File: config.mk
export PLATFORM = sky130hd
export DESIGN_NAME = ticket_lock_unit
export DESIGN_NICKNAME = d
export VERILOG_FILES = /design/src/rtl/ticket_lock_pkg.sv /design/src/rtl/tkt_dispenser.sv /design/src/rtl/tkt_slot.sv /design/src/rtl/tkt_server.sv /design/src/rtl/ticket_lock_unit.sv
export SDC_FILE = /design/constraint.sdc
export NUM_CORES = 1
export LEC_CHECK = 0
export ABC_CLOCK_PERIOD_IN_PS = 7160
export BUFFER_PORTS_ARGS = -buffer_cell sky130_fd_sc_hd__buf_2
export CORE_ASPECT_RATIO = 1.2
export CORE_MARGIN = 10
export CORE_UTILIZATION = 60
export CTS_BUF_LIST = sky130_fd_sc_hd__clkbuf_16
export DETAILED_ROUTE_END_ITERATION = 7
export PLACE_DENSITY = 0.82
export SLEW_MARGIN = 20
export SYNTH_ARGS = -nofsm -noshare
export SYNTH_HDL_FRONTEND = slang
export SYNTH_SLANG_ARGS = --single-unit
File: constraint.sdc
create_clock -name clk -period 7.16 [get_ports clk]
set_input_delay 1.432 -clock clk [delete_from_list [all_inputs] [get_ports clk]]
set_output_delay 1.432 -clock clk [all_outputs]
set_load 0.005 [all_outputs]
File: src/rtl/ticket_lock_pkg.sv
package ticket_lock_pkg;

   // Classification of the release strobes seen in one cycle.
   typedef enum logic [1:0] {
      REL_NONE  = 2'd0,
      REL_OWNER = 2'd1,
      REL_BAD   = 2'd2,
      REL_BOTH  = 2'd3
   } rel_kind_e;

   // Smallest counter width that keeps every outstanding ticket distinct
   // and the outstanding count itself representable.
   function automatic int unsigned min_ticket_width(input int unsigned n);
      int unsigned w;
      w = 1;
      while ((1 << w) <= n) w = w + 1;
      return w;
   endfunction

endpackage

File: src/rtl/tkt_dispenser.sv
module tkt_dispenser #(
   parameter int unsigned NUM_REQ = 4,
   parameter int unsigned TKT_W   = 4
) (
   input  logic                            clk,
   input  logic                            rst_n,
   input  logic [NUM_REQ-1:0]              take_i,
   output logic [NUM_REQ-1:0][TKT_W-1:0]   issue_o,
   output logic [TKT_W-1:0]                next_q_o
);

   logic [TKT_W-1:0] next_q;
   logic [TKT_W-1:0] run [NUM_REQ+1];

   assign run[0] = next_q;

   // Ripple of ticket numbers in ascending requester order.
   for (genvar i = 0; i < NUM_REQ; i++) begin : g_issue
      assign issue_o[i] = run[i];
      assign run[i+1]   = take_i[i] ? run[i] + TKT_W'(1) : run[i];
   end

   always_ff @(posedge clk or negedge rst_n) begin
      if (!rst_n) next_q <= '0;
      else        next_q <= run[NUM_REQ];
   end

   assign next_q_o = next_q;

endmodule

File: src/rtl/tkt_slot.sv
module tkt_slot #(
   parameter int unsigned TKT_W = 4
) (
   input  logic             clk,
   input  logic             rst_n,
   input  logic             take_i,
   input  logic             retire_i,
   input  logic [TKT_W-1:0] issue_i,
   input  logic [TKT_W-1:0] serving_i,
   output logic             held_o,
   output logic             grant_o
);

   logic             held_q;
   logic [TKT_W-1:0] tkt_q;

   always_ff @(posedge clk or negedge rst_n) begin
      if (!rst_n) begin
         held_q <= 1'b0;
         tkt_q  <= '0;
      end else if (take_i) begin
         held_q <= 1'b1;
         tkt_q  <= issue_i;
      end else if (retire_i) begin
         held_q <= 1'b0;
      end
   end

   assign held_o  = held_q;
   assign grant_o = held_q && (tkt_q == serving_i);

endmodule

File: src/rtl/tkt_server.sv
module tkt_server
   import ticket_lock_pkg::*;
#(
   parameter int unsigned NUM_REQ = 4,
   parameter int unsigned TKT_W   = 4
) (
   input  logic               clk,
   input  logic               rst_n,
   input  logic [NUM_REQ-1:0] rel_i,
   input  logic [NUM_REQ-1:0] grant_i,
   output logic [NUM_REQ-1:0] retire_o,
   output logic [TKT_W-1:0]   serving_o,
   output logic               err_o
);

   logic [TKT_W-1:0] serving_q;
   logic             err_q;
   logic [NUM_REQ-1:0] bad_rel;
   rel_kind_e        kind;

   assign retire_o = rel_i & grant_i;
   assign bad_rel  = rel_i & ~grant_i;

   always_comb begin
      case ({|bad_rel, |retire_o})
         2'b01:   kind = REL_OWNER;
         2'b10:   kind = REL_BAD;
         2'b11:   kind = REL_BOTH;
         default: kind = REL_NONE;
      endcase
   end

   always_ff @(posedge clk or negedge rst_n) begin
      if (!rst_n) begin
         serving_q <= '0;
         err_q     <= 1'b0;
      end else begin
         if (kind == REL_OWNER || kind == REL_BOTH)
            serving_q <= serving_q + TKT_W'(1);
         err_q <= (kind == REL_BAD || kind == REL_BOTH);
      end
   end

   assign serving_o = serving_q;
   assign err_o     = err_q;

endmodule

File: src/rtl/ticket_lock_unit.sv
module ticket_lock_unit
   import ticket_lock_pkg::*;
#(
   parameter int unsigned NUM_REQ = 4,
   parameter int unsigned TKT_W   = 4
) (
   input  logic               clk,
   input  logic               rst_n,
   input  logic [NUM_REQ-1:0] acq_i,
   input  logic [NUM_REQ-1:0] rel_i,
   output logic [NUM_REQ-1:0] grant_o,
   output logic [TKT_W-1:0]   next_ticket_o,
   output logic [TKT_W-1:0]   now_serving_o,
   output logic               rel_err_o
);

   localparam int unsigned MIN_W = min_ticket_width(NUM_REQ);

   if (NUM_REQ < 1) begin : g_bad_num
      $error("ticket_lock_unit: NUM_REQ must be at least 1");
   end
   if (TKT_W < MIN_W) begin : g_bad_width
      $error("ticket_lock_unit: TKT_W too small for NUM_REQ outstanding tickets");
   end

   logic [NUM_REQ-1:0]            slot_held;
   logic [NUM_REQ-1:0]            slot_take;
   logic [NUM_REQ-1:0]            slot_retire;
   logic [NUM_REQ-1:0][TKT_W-1:0] slot_issue;

   // A requester that already holds a ticket cannot take another.
   assign slot_take = acq_i & ~slot_held;

   tkt_dispenser #(.NUM_REQ(NUM_REQ), .TKT_W(TKT_W)) u_disp (
      .clk      (clk),
      .rst_n    (rst_n),
      .take_i   (slot_take),
      .issue_o  (slot_issue),
      .next_q_o (next_ticket_o)
   );

   for (genvar i = 0; i < NUM_REQ; i++) begin : g_slot
      tkt_slot #(.TKT_W(TKT_W)) u_slot (
         .clk       (clk),
         .rst_n     (rst_n),
         .take_i    (slot_take[i]),
         .retire_i  (slot_retire[i]),
         .issue_i   (slot_issue[i]),
         .serving_i (now_serving_o),
         .held_o    (slot_held[i]),
         .grant_o   (grant_o[i])
      );
   end

   tkt_server #(.NUM_REQ(NUM_REQ), .TKT_W(TKT_W)) u_srv (
      .clk       (clk),
      .rst_n     (rst_n),
      .rel_i     (rel_i),
      .grant_i   (grant_o),
      .retire_o  (slot_retire),
      .serving_o (now_serving_o),
      .err_o     (rel_err_o)
   );

endmodule

-- Word level (Yosys, flattened, before mapping)
Cells that the tools add are included.
- bits in registers: 29
- input bits: 10
- output and inout port bits: 13
- word-level logic and storage cells: 56
- $add $sub $neg: 5
- eq/ne operators: 10
- muxes and demuxes: 13
- bitwise logic cells: 5
- reduce and logical (&&, ||, !) cells: 12
- operator list (cell ; number):
    $add A4 B1 Y4 const B ; 5
    $eq A4 B4 Y1 ; 4
    $mux W4 ; 4
    $and A4 B4 Y4 ; 3
    $eq A2 B2 Y1 const B ; 4
    $mux W1 ; 8
    $not A4 Y4 ; 2
    $reduce_bool A2 Y1 ; 4
    $reduce_or A4 Y1 ; 2
    $pmux W2 S3 ; 1
    $eq A2 B1 Y1 const B ; 2
    $logic_and A1 B1 Y1 ; 4
    $logic_or A1 B1 Y1 ; 2

-- Depth between registers and ports, before layout
- depth after elaboration: 9
- gate-level depth with buffers: 13
- depth with buffers taken out: 12

-- Hierarchy
From an unflattened synthesis, not the netlist that was laid out.
- cell total of the unflattened synthesis: 191
- area, all modules: 2035.7 um2
- modules (own cells, without submodules) (module ; instances ; cells an instance ; area an instance (um2)):
    tkt_slot ; 4 ; 21 ; 241.5
    tkt_dispenser ; 1 ; 77 ; 729.4
    tkt_server ; 1 ; 26 ; 285.3
    ticket_lock_unit ; 1 ; 4 ; 55.1

-- Worst setup path after synthesis
Ideal clock, no wire load.
- path kind: input-to-reg
- start: input acq_i[0]
- end: register u_disp.next_q[1], in the netlist u_disp.next_q_o[1]
- setup time: 117 ps
- data arrival time: 3370 ps
- data required time: 7043 ps
- setup slack: 3673 ps
- stages on the path: 12
- path buffers: 1
- cell sequence: nand2b_1 buf_6 mux2i_1 inv_1 ha_1 nor2_1 a21oi_1 ha_1 mux2_2 ha_1 nor2_1 nor2_1
- RTL lines (element ; line ; RTL):
    start, declared ; ticket_lock_unit.sv:9 ; input logic [NUM_REQ-1:0] acq_i,
    end signal, assigned ; tkt_dispenser.sv:25 ; else next_q <= run[NUM_REQ];
    end, declared ; tkt_dispenser.sv:12 ; logic [TKT_W-1:0] next_q;

==> metrics.txt <==
run status finished, final reports clean; IO buf count 22; ys flop type dfrtp_1; Post-Syn Area 1750 sq um; drt pass-1 iters 4; Diodes inserted 0; GR met1 Demand/Resource between 10% and 20%; row count 21; Max Cap Violations 0; fin area roughly 1900 sq um; Worst-path clk slew about 0.040 ns; final std cells w/o fill ~220; Final Setup Violations 0; fmax roughly 260 MHz; CTS tree yes; main combinational cell family by area after synthesis XOR/XNOR gates; Tcrit/Tclk final a little over half; vias per cell 5.55; post-synthesis mux area share between 6 and 7%; Clock Tree Buf Depth 2; CTS resizes 0; worst skew pair latency ~0.27 ns; Synth Register Bits 29; net count after synthesis around 190; Cells after DPL 210; fillcell total 218; Post-Synth Simple-Gate Area 17.8%; Synth Area in XOR/XNOR approximately 20%; hpwl dp between 2000 and 3000 um; grt met2 use between 20% and 30%; Lkg Pwr a little over 0.9 nW; synth top area cells dfrtp_1 42%, xnor2_1 7.5%, xor2_1 6.5%; area leader, netlist dfrtp_1; maximum number of pins on one net before global-route repair 30; Synth async-reset ratio 100%; first-pass GRT wire length just over 6000 um; Die Y between 70 and 80 um; GRT Total Usage between 10 and 15%; sequential cell area fraction in the yosys report roughly two fifths; Remaining Overflow, GRT 0; CTS root buf clkbuf_16; Hold Startpoint g_slot[3].u_slot.tkt_q[0]; Critical Path RT about 7.3 ns; Top Usage Layer GRT met2; Post-synth EDFFs 0; CP endpoint kind flip-flop; most frequent cells in the layout 29 x dfrtp_1, 28 x nand2_1, 22 x buf_2; worst-margin pin slew around 0.65 ns; skew final 0.00194 ns; CTS Buf Count 5; core area about 2800 sq um; reg2reg start g_slot[0].u_slot.held_o; worst-path maximum fanout 9; post-synthesis adder-cell area fraction under 10%; endpoints failing hold 0; clock sink total 29; initial antenna violation count 0; Final Wtd Congestion ~0.86; Initial Util between 60% and 70%; hold_buf cts 0; compound-gate portion of the synthesized area 3.44%; crit path DAT between 3 and 4 ns; residual DRC count 0; PD cells roughly 530 nW/um^2; met3 usage in global routing roughly 5.1%; Final min period 3.81 ns; layout overhead on the synthesized area 10.3%; layout cells sized above 1 between 20% and 30%; die area around 5500 sq um; vias in the first global route approximately 1.3k; relative slew slack 56.5%; RSZ-0062 raised after global routing no; yosys warns 0; Setup crit start acq_i[0]; Yosys top cell area share between 40% and 50%; Slew Viols, Final 0; Routed Wire Length about 3700 um; chip width slightly below 70 um; Final nets 198; final setup TNS 0 ns; H-tree levels 2; drt wl/cell 16.8 um; DP Area about 1800 sq um; WHS 0.499 ns; Synth cell types 34; I/O pin count 23; Antenna Violating Nets Remaining 0; Cells after Synth 170; Worst IR Drop VDD between 0.0002 and 0.0003 V; Hold Crit Class reg -> reg; Mean Syn Cell Area roughly 10 sq um; Startpoint Class input port; Starting DRT DRC Count 72; Setup CP Type in -> reg; overall via count from detail_route about 1.2k; postcts setup bufs 0; commonest non-fill, non-tap cell in the layout dfrtp_1; post-layout util a little under 70%
## critical path, stage by stage
cell and delay [ns]:
buf_2 0.13, nand2b_1 0.41, mux2i_1 0.36, inv_1 0.10, ha_1 0.31, nor2_1 0.05
a21oi_1 0.19, ha_1 0.26, mux2_2 0.30, ha_1 0.28, nor2_1 0.10, nor2_1 0.05
## cell usage after synthesis, drive strengths merged, types with 2 or more instances
cell     n
nand2   28
inv      7
nor3     6
and3     4
nand4    7
o21ai    5
buf     12
clkbuf   4
xnor2   17
xor2    15
ha       5
nand2b   4
dfrtp   29
a31oi    2
nor2     6
mux2     9
## stage by stage
step	total power, mW	setup WS [ns]
2_1_floorplan	0.739	3.67
3_3_place_gp	0.803	3.25
3_5_place_dp	0.833	3.09
4_1_cts	1.03	3.36
5_1_grt	1.11	3.14
6_report	1.02	3.35
## power by group
part	switching (mW)	internal, mW
clock	0.0627	0.123
sequential	0.102	0.245
combinational	0.250	0.240
total	0.416	0.608
## state kept, by name (all words and copies together) (netlist names)
register              cells
u_srv.err_o               1
g_slot.u_slot.tkt_q      16
u_srv.serving_o           4
g_slot.u_slot.held_o      4
u_disp.next_q_o           4
## layer usage
metal	vias up	wire, um	part of all wire, %
met4	0	112	3.1
li1	576	-	-
met5	-	0	0
met3	11	201	5.5
met1	587	1390	38
met2	31	1950	53
## final timing paths
check	to	slack [ns]	cells after the start
max	u_disp.next_q_o[1]	3.35	12
min	g_slot[3].u_slot.tkt_q[0]	0.50	2
max reg2reg	u_disp.next_q_o[1]	4.13	11
min reg2reg	g_slot[3].u_slot.tkt_q[0]	0.50	2
max in group asynchronous	u_disp.next_q_o[2]	5.55	1
min in group asynchronous	u_srv.serving_o[2]	1.19	1
## kinds of logic (layout without fill, tap and decap cells)
logic type,after synthesis,in the layout
simple gates,61,61
xor+xnor,32,32
flops,29,29
buf+inv,23,36
compound gates,10,10
mux,10,10
fa+ha+maj,5,5
## layout make-up
class	count	area, sq um	area share (%)
timing repair buffer	22	110	5.72
clock inverter	2	7.51	0.390
multi-input combinational	118	888	46.1
sequential	29	726	37.7
tap	34	42.5	2.21
clock buffer	5	125	6.50
inverter	7	26.3	1.36
No activity file was read; power rests on OpenSTA's default activity.
